**config.mk**
```make
export PLATFORM = sky130hd
export DESIGN_NAME = simd_sat_adder
export DESIGN_NICKNAME = d
export VERILOG_FILES = /design/src/rtl/simd_pkg.sv /design/src/rtl/simd_lane_ctrl.sv /design/src/rtl/simd_byte_slice.sv /design/src/rtl/simd_sat_clamp.sv /design/src/rtl/simd_sat_adder.sv
export SDC_FILE = /design/constraint.sdc
export NUM_CORES = 1
export LEC_CHECK = 0
export ABC_AREA = 1
export BUFFER_PORTS_ARGS = -buffer_cell sky130_fd_sc_hd__buf_2
export CORE_AREA = 2 2 154 156
export DETAILED_ROUTE_END_ITERATION = 7
export DIE_AREA = 0 0 156 158
export HOLD_SLACK_MARGIN = 0.12
export PLACE_DENSITY_LB_ADDON = 0.05
export SYNTH_ARGS = -nofsm -noshare
export SYNTH_HDL_FRONTEND = slang
export SYNTH_SLANG_ARGS = --single-unit
```
**constraint.sdc**
```tcl
create_clock -name clk -period 9 [get_ports clk]
set_clock_uncertainty 0.05 [all_clocks]
set_input_delay 1.8 -clock clk [delete_from_list [all_inputs] [get_ports clk]]
set_output_delay 1.8 -clock clk [all_outputs]
set_load 0.02 [all_outputs]
```
**src/rtl/simd_pkg.sv**
```systemverilog
package simd_pkg;

  typedef enum logic [1:0] {
    LM_B8   = 2'd0,
    LM_B16  = 2'd1,
    LM_B32  = 2'd2,
    LM_B32X = 2'd3
  } lane_mode_t;

  // bytes covered by one element in a given mode
  function automatic int unsigned lane_bytes(input lane_mode_t m);
    case (m)
      LM_B8:   return 1;
      LM_B16:  return 2;
      default: return 4;
    endcase
  endfunction

endpackage

```
**src/rtl/simd_lane_ctrl.sv**
```systemverilog
module simd_lane_ctrl
  import simd_pkg::*;
#(
  parameter int NBYTES = 8
) (
  input  lane_mode_t        mode_i,
  output logic [NBYTES-1:0] first_o,
  output logic [NBYTES-1:0] last_o
);

  generate
    for (genvar g = 0; g < NBYTES; g++) begin : g_byte
      localparam logic FIRST16 = 1'((g % 2) == 0);
      localparam logic LAST16  = 1'((g % 2) == 1);
      localparam logic FIRST32 = 1'((g % 4) == 0);
      localparam logic LAST32  = 1'((g % 4) == 3);

      assign first_o[g] = (lane_bytes(mode_i) == 1) ? 1'b1 :
                          (lane_bytes(mode_i) == 2) ? FIRST16 : FIRST32;
      assign last_o[g]  = (lane_bytes(mode_i) == 1) ? 1'b1 :
                          (lane_bytes(mode_i) == 2) ? LAST16 : LAST32;
    end
  endgenerate

endmodule

```
**src/rtl/simd_byte_slice.sv**
```systemverilog
module simd_byte_slice #(
  parameter int BYTE_W = 8
) (
  input  logic [BYTE_W-1:0] a_i,
  input  logic [BYTE_W-1:0] b_i,
  input  logic              sub_i,
  input  logic              carry_i,
  output logic [BYTE_W-1:0] sum_o,
  output logic              carry_o,
  output logic              msb_carry_o
);

  localparam int LOW_W = BYTE_W - 1;

  logic [BYTE_W-1:0] b_eff;
  logic [LOW_W:0]    low;
  logic [1:0]        top;

  // carry into the sign bit is kept apart for signed overflow detection
  always_comb begin
    b_eff       = sub_i ? ~b_i : b_i;
    low         = {1'b0, a_i[LOW_W-1:0]} + {1'b0, b_eff[LOW_W-1:0]}
                + {{LOW_W{1'b0}}, carry_i};
    top         = {1'b0, a_i[BYTE_W-1]} + {1'b0, b_eff[BYTE_W-1]}
                + {1'b0, low[LOW_W]};
    sum_o       = {top[0], low[LOW_W-1:0]};
    carry_o     = top[1];
    msb_carry_o = low[LOW_W];
  end

endmodule

```
**src/rtl/simd_sat_clamp.sv**
```systemverilog
module simd_sat_clamp #(
  parameter int BYTE_W = 8
) (
  input  logic [BYTE_W-1:0] wrap_i,
  input  logic              ovf_i,
  input  logic              sat_i,
  input  logic              signed_i,
  input  logic              sub_i,
  input  logic              a_neg_i,
  input  logic              is_top_i,
  output logic [BYTE_W-1:0] byte_o
);

  localparam logic [BYTE_W-1:0] ONES  = {BYTE_W{1'b1}};
  localparam logic [BYTE_W-1:0] ZEROS = {BYTE_W{1'b0}};
  localparam logic [BYTE_W-1:0] SMAX  = {1'b0, {(BYTE_W-1){1'b1}}};
  localparam logic [BYTE_W-1:0] SMIN  = {1'b1, {(BYTE_W-1){1'b0}}};

  // signed overflow always lands on the side of operand a's sign
  always_comb begin
    if (!sat_i || !ovf_i) begin
      byte_o = wrap_i;
    end else if (signed_i) begin
      if (is_top_i) byte_o = a_neg_i ? SMIN  : SMAX;
      else          byte_o = a_neg_i ? ZEROS : ONES;
    end else begin
      byte_o = sub_i ? ZEROS : ONES;
    end
  end

endmodule

```
**src/rtl/simd_sat_adder.sv**
```systemverilog
module simd_sat_adder
  import simd_pkg::*;
#(
  parameter int NBYTES = 8,
  parameter int BYTE_W = 8
) (
  input  logic                     clk,
  input  logic                     rst_n,
  input  logic                     in_valid,
  output logic                     in_ready,
  input  logic [NBYTES*BYTE_W-1:0] in_a,
  input  logic [NBYTES*BYTE_W-1:0] in_b,
  input  logic [1:0]               in_mode,
  input  logic                     in_sub,
  input  logic                     in_signed,
  input  logic                     in_sat,
  output logic                     out_valid,
  input  logic                     out_ready,
  output logic [NBYTES*BYTE_W-1:0] out_data,
  output logic [NBYTES-1:0]        out_ovf
);

  localparam int DATA_W = NBYTES * BYTE_W;

  lane_mode_t mode;
  assign mode = lane_mode_t'(in_mode);

  logic [NBYTES-1:0] first_b, last_b;
  logic [NBYTES-1:0] carry_in, carry_out, msb_carry, raw_ovf;
  logic [NBYTES-1:0] lane_ovf, lane_neg;
  logic [DATA_W-1:0] wrap_sum, clamp_sum;
  logic              in_fire;

  simd_lane_ctrl #(.NBYTES(NBYTES)) u_lane_ctrl (
    .mode_i  (mode),
    .first_o (first_b),
    .last_o  (last_b)
  );

  generate
    for (genvar g = 0; g < NBYTES; g++) begin : g_slice
      // carry chain cut: the first byte of an element takes the sub bit
      if (g == 0) begin : g_first
        assign carry_in[g] = in_sub;
      end else begin : g_rest
        assign carry_in[g] = first_b[g] ? in_sub : carry_out[g-1];
      end

      simd_byte_slice #(.BYTE_W(BYTE_W)) u_slice (
        .a_i         (in_a[g*BYTE_W +: BYTE_W]),
        .b_i         (in_b[g*BYTE_W +: BYTE_W]),
        .sub_i       (in_sub),
        .carry_i     (carry_in[g]),
        .sum_o       (wrap_sum[g*BYTE_W +: BYTE_W]),
        .carry_o     (carry_out[g]),
        .msb_carry_o (msb_carry[g])
      );

      assign raw_ovf[g] = in_signed ? (carry_out[g] ^ msb_carry[g])
                                    : (in_sub ? ~carry_out[g] : carry_out[g]);
    end
  endgenerate

  // spread each element's top-byte flag and operand-a sign down its bytes
  always_comb begin
    lane_ovf[NBYTES-1] = raw_ovf[NBYTES-1];
    lane_neg[NBYTES-1] = in_a[DATA_W-1];
    for (int i = NBYTES - 2; i >= 0; i--) begin
      lane_ovf[i] = last_b[i] ? raw_ovf[i]              : lane_ovf[i+1];
      lane_neg[i] = last_b[i] ? in_a[i*BYTE_W+BYTE_W-1] : lane_neg[i+1];
    end
  end

  generate
    for (genvar g = 0; g < NBYTES; g++) begin : g_clamp
      simd_sat_clamp #(.BYTE_W(BYTE_W)) u_clamp (
        .wrap_i   (wrap_sum[g*BYTE_W +: BYTE_W]),
        .ovf_i    (lane_ovf[g]),
        .sat_i    (in_sat),
        .signed_i (in_signed),
        .sub_i    (in_sub),
        .a_neg_i  (lane_neg[g]),
        .is_top_i (last_b[g]),
        .byte_o   (clamp_sum[g*BYTE_W +: BYTE_W])
      );
    end
  endgenerate

  // single output stage with pass-through ready
  assign in_ready = !out_valid || out_ready;
  assign in_fire  = in_valid && in_ready;

  always_ff @(posedge clk) begin
    if (!rst_n) begin
      out_valid <= 1'b0;
      out_data  <= '0;
      out_ovf   <= '0;
    end else if (in_fire) begin
      out_valid <= 1'b1;
      out_data  <= clamp_sum;
      out_ovf   <= lane_ovf;
    end else if (out_ready) begin
      out_valid <= 1'b0;
    end
  end

  // ---------------- assertions ----------------
  p_stall_hold_r10: assert property (@(posedge clk) disable iff (!rst_n)
    out_valid && !out_ready |=> out_valid && $stable(out_data) && $stable(out_ovf))
    else $error("stalled result changed");

  p_byte1_isolated_r2: assert property (@(posedge clk) disable iff (!rst_n)
    in_fire && !in_sat && !in_sub && mode == LM_B8
    |=> out_data[2*BYTE_W-1:BYTE_W] == $past(in_a[2*BYTE_W-1:BYTE_W] + in_b[2*BYTE_W-1:BYTE_W]))
    else $error("carry leaked into byte 1");

  p_byte0_wrap_r9: assert property (@(posedge clk) disable iff (!rst_n)
    in_fire && !in_sat && in_sub && mode == LM_B8
    |=> out_data[BYTE_W-1:0] == $past(in_a[BYTE_W-1:0] - in_b[BYTE_W-1:0]))
    else $error("byte 0 did not wrap");

  p_sadd_ceiling_r7: assert property (@(posedge clk) disable iff (!rst_n)
    in_fire && in_sat && in_signed && !in_sub && mode == LM_B8
    && !in_a[BYTE_W-1] && !in_b[BYTE_W-1]
    && ({1'b0, in_a[BYTE_W-1:0]} + {1'b0, in_b[BYTE_W-1:0]} > {2'b00, {(BYTE_W-1){1'b1}}})
    |=> out_data[BYTE_W-1:0] == {1'b0, {(BYTE_W-1){1'b1}}} && out_ovf[0])
    else $error("signed add did not clamp to max");

  p_usub_floor_r8: assert property (@(posedge clk) disable iff (!rst_n)
    in_fire && in_sat && !in_signed && in_sub && mode == LM_B8
    && (in_a[BYTE_W-1:0] < in_b[BYTE_W-1:0])
    |=> out_data[BYTE_W-1:0] == '0 && out_ovf[0])
    else $error("unsigned subtract did not clamp to zero");

endmodule

```
==> results of run 1 <==
## layer usage
metal  vias up  global-route usage (%)
met2       145                    30.5
met5         -                       0
li1       3665                       -
met3        15                    3.20
met4         0                    4.33
met1      3080                    23.6
## worst reg2reg max path, cell delays in order (launching register included)
cell and delay [ns]:
dfxtp_1 0.31, nand2_1 0.09, nand2_1 0.05, buf_4 0.20, inv_4 0.45, buf_4 0.66
o21ai_4 0.25, a21oi_1 0.19, nor2_1 0.06
## power by group through the flow
stage	sequential [mW]	combinational (mW)	clock (mW)
after detailed placement	0.389	0.654	0
after global placement	0.391	0.656	0
after floorplan	0.434	0.391	0
final	0.382	0.658	0.359
after global routing	0.387	0.750	0.383
after CTS	0.383	0.659	0.371
## synth_stat cells, types with 2 or more instances
cell type | instances | share of area [%]
buf_2 | 12 | 0.88
nand2_1 | 193 | 11
a21oi_1 | 69 | 5.1
inv_1 | 137 | 7.6
inv_2 | 6 | 0.33
buf_6 | 2 | 0.33
nand3_2 | 8 | 1.2
clkbuf_1 | 18 | 0.99
o211ai_1 | 21 | 2.3
xor2_1 | 63 | 8.1
nand2_2 | 10 | 0.92
o21ai_0 | 47 | 3.5
a31oi_1 | 5 | 0.46
xnor2_1 | 30 | 3.9
nand3b_1 | 6 | 0.66
buf_1 | 4 | 0.22
nand4_2 | 3 | 0.55
or2_2 | 3 | 0.28
nor2_2 | 5 | 0.46
o21ai_1 | 6 | 0.44
ha_1 | 50 | 9.2
and2_1 | 7 | 0.64
nor2_1 | 108 | 6.0
dfxtp_1 | 73 | 21
or2_1 | 2 | 0.18
a21o_1 | 6 | 0.66
nand3_1 | 76 | 5.6
a21boi_0 | 3 | 0.33
fa_1 | 22 | 6.5
## logic make-up (layout without fill, tap and decap cells)
kind of cell / after synthesis / count (layout) / share of synthesized area, %
XOR/XNOR: 93 / 93 / 12.0
AO/OA/AOI/OAI: 158 / 158 / 13.0
AND/OR/NAND/NOR: 423 / 423 / 27.4
buffers and inverters: 180 / 428 / 10.4
adder cells (fa/ha/maj): 72 / 72 / 15.7
flip-flops: 73 / 73 / 21.5
## sequential cells by signal, indices dropped and copies added, names as in the netlist
signal / cells
out_data: 64
out_ovf: 8
out_valid: 1
## final timing paths
check	to	slack [ns]	depth (start not counted)
worst max-delay path	out_data[2]	0.58	45
worst min-delay path	out_data[31]	0.41	2
worst max register to register	out_data[44]	6.59	8
worst min register to register	out_data[31]	0.41	2
## layout make-up
cell class                      instances  area (um^2)  share of cell area [%]
Clock buffer                           10          239                    2.70
Clock inverter                          6         41.3                   0.466
Inverter                              144          546                    6.16
Multi-Input combinational cell        746         4720                    53.2
Sequential cell                        73         1460                    16.5
Tap cell                              290          363                    4.10
Timing Repair Buffer                  268         1490                    16.8
## through the flow
step	setup slack, ns	TNS [ns]	hold slack (ns)
final	0.579	0	0.413
after global routing	0.00532	0	0.442
after CTS	0.0220	0	0.417
after detailed placement	-0.531	-13.90	0.406
after global placement	-0.474	-12.23	0.403
after floorplan	0.408	0	0.495
## repair_timing
item,in CTS,in global routing
pin swaps,1,4
cloned,0,0
hold buffers,0,0
gates resized for setup,3,22
endpoints found under the setup margin,33,68
hold endpoints to repair,0,0
setup buffers,0,1
==> out/summary.txt, run 1 <==
Status: finished, final reports clean
Max incr delay on CP: 0.43 ns
Worst setup path startpoint: in_sub
Required time of the critical path: 9.20 ns
CP Class: in2reg
H-tree depth: 3
Worst-path fanout max: 9
Final Hold Fails: 0
Util after Layout: 38.4%
Initial DRC Count: 245
Rows: 56
CP endpoint kind: register
Commonest non-fill, non-tap cell in the layout: buf_2
Die area: 0.0246 mm^2
Synth Flop Type: dfxtp_1
Synth cell types: 33
Sw Share: 40.6%
Reg clk slew, reported paths: 0.07 ns
PwrDens: 158 mW/mm^2
CP dominant cell by count: nand2_1
Share of cells above drive strength 1: 27.1%
Area Overhead vs Synth: 30.3%
Drt first pass iters: 4
Crit path DAT: 8.62 ns
Initial Util: 29.5%
Seq pwr share: 27.3%
Total gr overflow: 0
Clk_lat worst skew: 0.34 ns
Vias in the first global route: 6806
Hold crit path type: reg2reg
Buf/Inv on CP: 8
Slew Limit Fails: 0
Cell Count, Final, Fillers Out: 1537
Initial antenna violation count: 2
Slowest CP cell: fa_2
Cells after synthesis: 999
DR WL met3: 1060 um
Routed Antenna Nets: 0
Routed wl met2: 10100 um
Clk network pwr share: 25.6%
Async S/R FF share, synth: 0%
CTS tree: done
Root Driver: clkbuf_16
P_sw: 0.568 mW
RR Startpoint: out_valid
Peak supply drop: 0.0711 mV
Chip Height: 158 um
Sequential share of the synthesized area: 21.5%
First-pass GRT wire length: 34600 um
Max Clk Rate: 119 MHz
RSZ-0062 raised after global routing: no
Pin count of the biggest net entering global routing: 64
Fin crit period: 8.42 ns
Filler cells: 2584
Dpl hpwl: 17100 um
CTS Buf Count: 9
Avg Cell Area, Syn: 6.81 um^2
Final Cycle Share: 93.6%
Final Power: 1.40 mW
Number of flops mapped to enable cells by yosys: 0
Final WL: 21900 um
# setup viols final: 0
Yosys Warn Count: 0
Critical Path Source Type: input pin
Worst Tran Pin Value: 0.724 ns
Uppermost layer routed: met4
Clk sinks: 73
Max-cap violations: 0
Startpoint of the worst hold path: out_data[31]
Commonest non-fill, non-tap cells in the layout: 209 x buf_2, 193 x nand2_1, 135 x inv_1, 108 x nor2_1, 75 x nand3_1
Port Buf Inserts: 210
Die W: 156 um
Leakage power: 4.98 nW
Core Region: 0.0231 mm^2
Avg WL per Cell: 14.2 um
Design area: 0.00886 mm^2
M1 wire length: 10500 um
Antenna fix cells: 0
Final nets: 1451
Comb pwr share: 47.1%
DRC viols: 0
Gpl congestion: 0.782
Post-Syn Area: 0.00680 mm^2
Worst slew margin: 51.7%
Post-DP Area: 0.00848 mm^2
Vias per cell: 4.49
All-Layer GR Usage: 17.9%
P_int: 0.831 mW
FF+latch count, synth: 73
Synth Net Count: 1208
Max clock buf depth: 2
Top Ports: 211
Post-Place Cells: 1520
Critical path's top delay family: adder cells
Via Count: 6905
Power figures use the tool's default switching activity.
==> inputs of run 2 (changes only) <==
Clock period 9 ns to 10.5 ns, I/O delays scaled along.
==> run 2 against run 1 <==
Compared with the run above: total power is 15% lower; sequential power is 14% lower; register-to-register slack better by 1.5 ns; non-clock buffer count is 52 lower; combinational power is 21% lower; setup slack better by 0.20 ns; first-iteration DRC count is 14% lower; clock power is 4% lower; core utilization is 1.9 points lower; cell area is 5.0% lower; via count is 3.5% lower; final cell count is 3.3% lower; largest power group unchanged.
==> out/summary.txt, run 2 (same netlist as run 1, synthesis figures left out) <==
Routed Antenna Nets: 0
Vias per cell: 4.48
Worst Tran Pin Value: 0.711 ns
Required time of the critical path: 10.69 ns
CP Class: in2reg
Commonest non-fill, non-tap cell in the layout: buf_2
CTS Buf Count: 9
H-tree depth: 3
Regs by FF count: out_data x64, out_ovf x8, out_valid x1
Die W: 156 um
# Post-CTS Setup Buffers: 0
All-Layer GR Usage: 18.2%
Max Clk Rate: 103 MHz
RR Startpoint: out_valid
Fin crit period: 9.72 ns
Hold path cells: 2
Leakage power: 4.73 nW
Flop2flop setup slack: 8.05 ns
Final Cycle Share: 92.6%
Final WL: 22100 um
First-pass GRT wire length: 35100 um
Slew Limit Fails: 0
Vias in the first global route: 6616
Clk_lat worst skew: 0.34 ns
Port Buf Inserts: 210
Place WS: 0.276 ns
Post-DP Area: 0.00810 mm^2
Avg WL per Cell: 14.8 um
Total gr overflow: 0
Max incr delay on CP: 0.48 ns
Core Region: 0.0231 mm^2
Via Count: 6661
Top Ports: 211
Design area: 0.00842 mm^2
Worst-path fanout max: 20
Drt first pass iters: 5
Max FFs per register: 64
Final Hold Fails: 0
Initial antenna violation count: 2
CTS tree: done
Crit path DAT: 9.91 ns
Area Overhead vs Synth: 23.8%
Reg2reg path depth: 10
Startpoint of the worst hold path: out_data[15]
Hold path endpoint: out_data[15]
Max-cap violations: 0
Commonest non-fill, non-tap cells in the layout: 209 x buf_2, 193 x nand2_1, 137 x inv_1, 108 x nor2_1, 76 x nand3_1
Final nets: 1399
CP dominant cell by count: nand2_1
Reg clk slew, reported paths: 0.06 ns
Worst slew margin: 52.6%
Pin count of the biggest net entering global routing: 65
Setup TNS: 0 ns
Gpl congestion: 0.790
Root Driver: clkbuf_16
Hold crit path type: reg2reg
Chip Height: 158 um
DRC viols: 0
Max clock buf depth: 2
# setup viols final: 0
Initial Util: 29.5%
Clk sinks: 73
Rows: 56
Initial DRC Count: 210
Slowest CP cell: fa_1
RSZ-0062 raised after global routing: no
Top reg by flops: out_data
Status: finished, final reports clean
PnR worst setup slack: 0.781 ns
CP endpoint kind: register
PwrDens: 142 mW/mm^2
Min Hold Slack: 0.416 ns
Critical R2R Capture: out_data[2]
Share of cells above drive strength 1: 22.5%
Dpl hpwl: 17200 um
Die area: 0.0246 mm^2
Critical Path Source Type: input pin
Peak supply drop: 0.0899 mV
## run 2: stage by stage
step	instances	util, %	power [mW]
6_report	1486	36.5	1.19
5_1_grt	1485	36.5	1.30
4_1_cts	1484	36.5	1.22
3_5_place_dp	1469	35.1	0.862
3_3_place_gp	1469	35.1	0.865
2_1_floorplan	999	-	0.707
## run 2: metal layers
metal	GRT usage (%)	vias up	share of wire [%]	wire length [um]
met5	0	-	0	0
met4	5.42	0	1.2	264
met3	3.45	14	5.2	1150
met2	29.7	139	46	10100
met1	24.5	2947	48	10500
li1	-	3561	-	-
## run 2: repair_timing
| action | CTS | global route |
|---|---|---|
| resized for setup | 0 | 1 |
| endpoints found under the setup margin | 0 | 4 |
| hold buffers | 0 | 0 |
| endpoints found under the hold margin | 0 | 0 |
## run 2: how the worst max path moves through the flow
stage / end / startpoint / slack [ns] / cells after the start
finish: out_data[2] / in_sub / 0.78 / 47
global route: out_data[2] / in_sub / 0.06 / 46
CTS: out_data[2] / in_sub / 0.63 / 47
detailed placement: out_data[2] / in_sub / 0.28 / 47
global placement: out_data[4] / in_sub / 0.31 / 47
floorplan: out_data[0] / in_sub / 1.61 / 48
## run 2: area by class of cell
cell class,count,area (um^2)
Multi-Input combinational cell,746,4640
Fill cell,2593,14600
Tap cell,290,363
Clock buffer,10,229
Timing Repair Buffer,216,1100
Inverter,144,546
Sequential cell,73,1460
Antenna cell,2,5.00
Clock inverter,5,81.3
## run 2: worst max-delay path: cells and delay by family
| kind | cells | cell delay, ns |
|---|---|---|
| buffers and inverters | 9 | 1.01 |
| AND/OR/NAND/NOR | 26 | 2.78 |
| AO/OA/AOI/OAI | 3 | 0.61 |
| XOR/XNOR | 1 | 0.20 |
| adder cells (fa/ha/maj) | 8 | 3.17 |
## run 2: power by group
part | switching (mW) | internal [mW]
clock | 0.136 | 0.207
combinational | 0.322 | 0.201
sequential | 0.0170 | 0.310
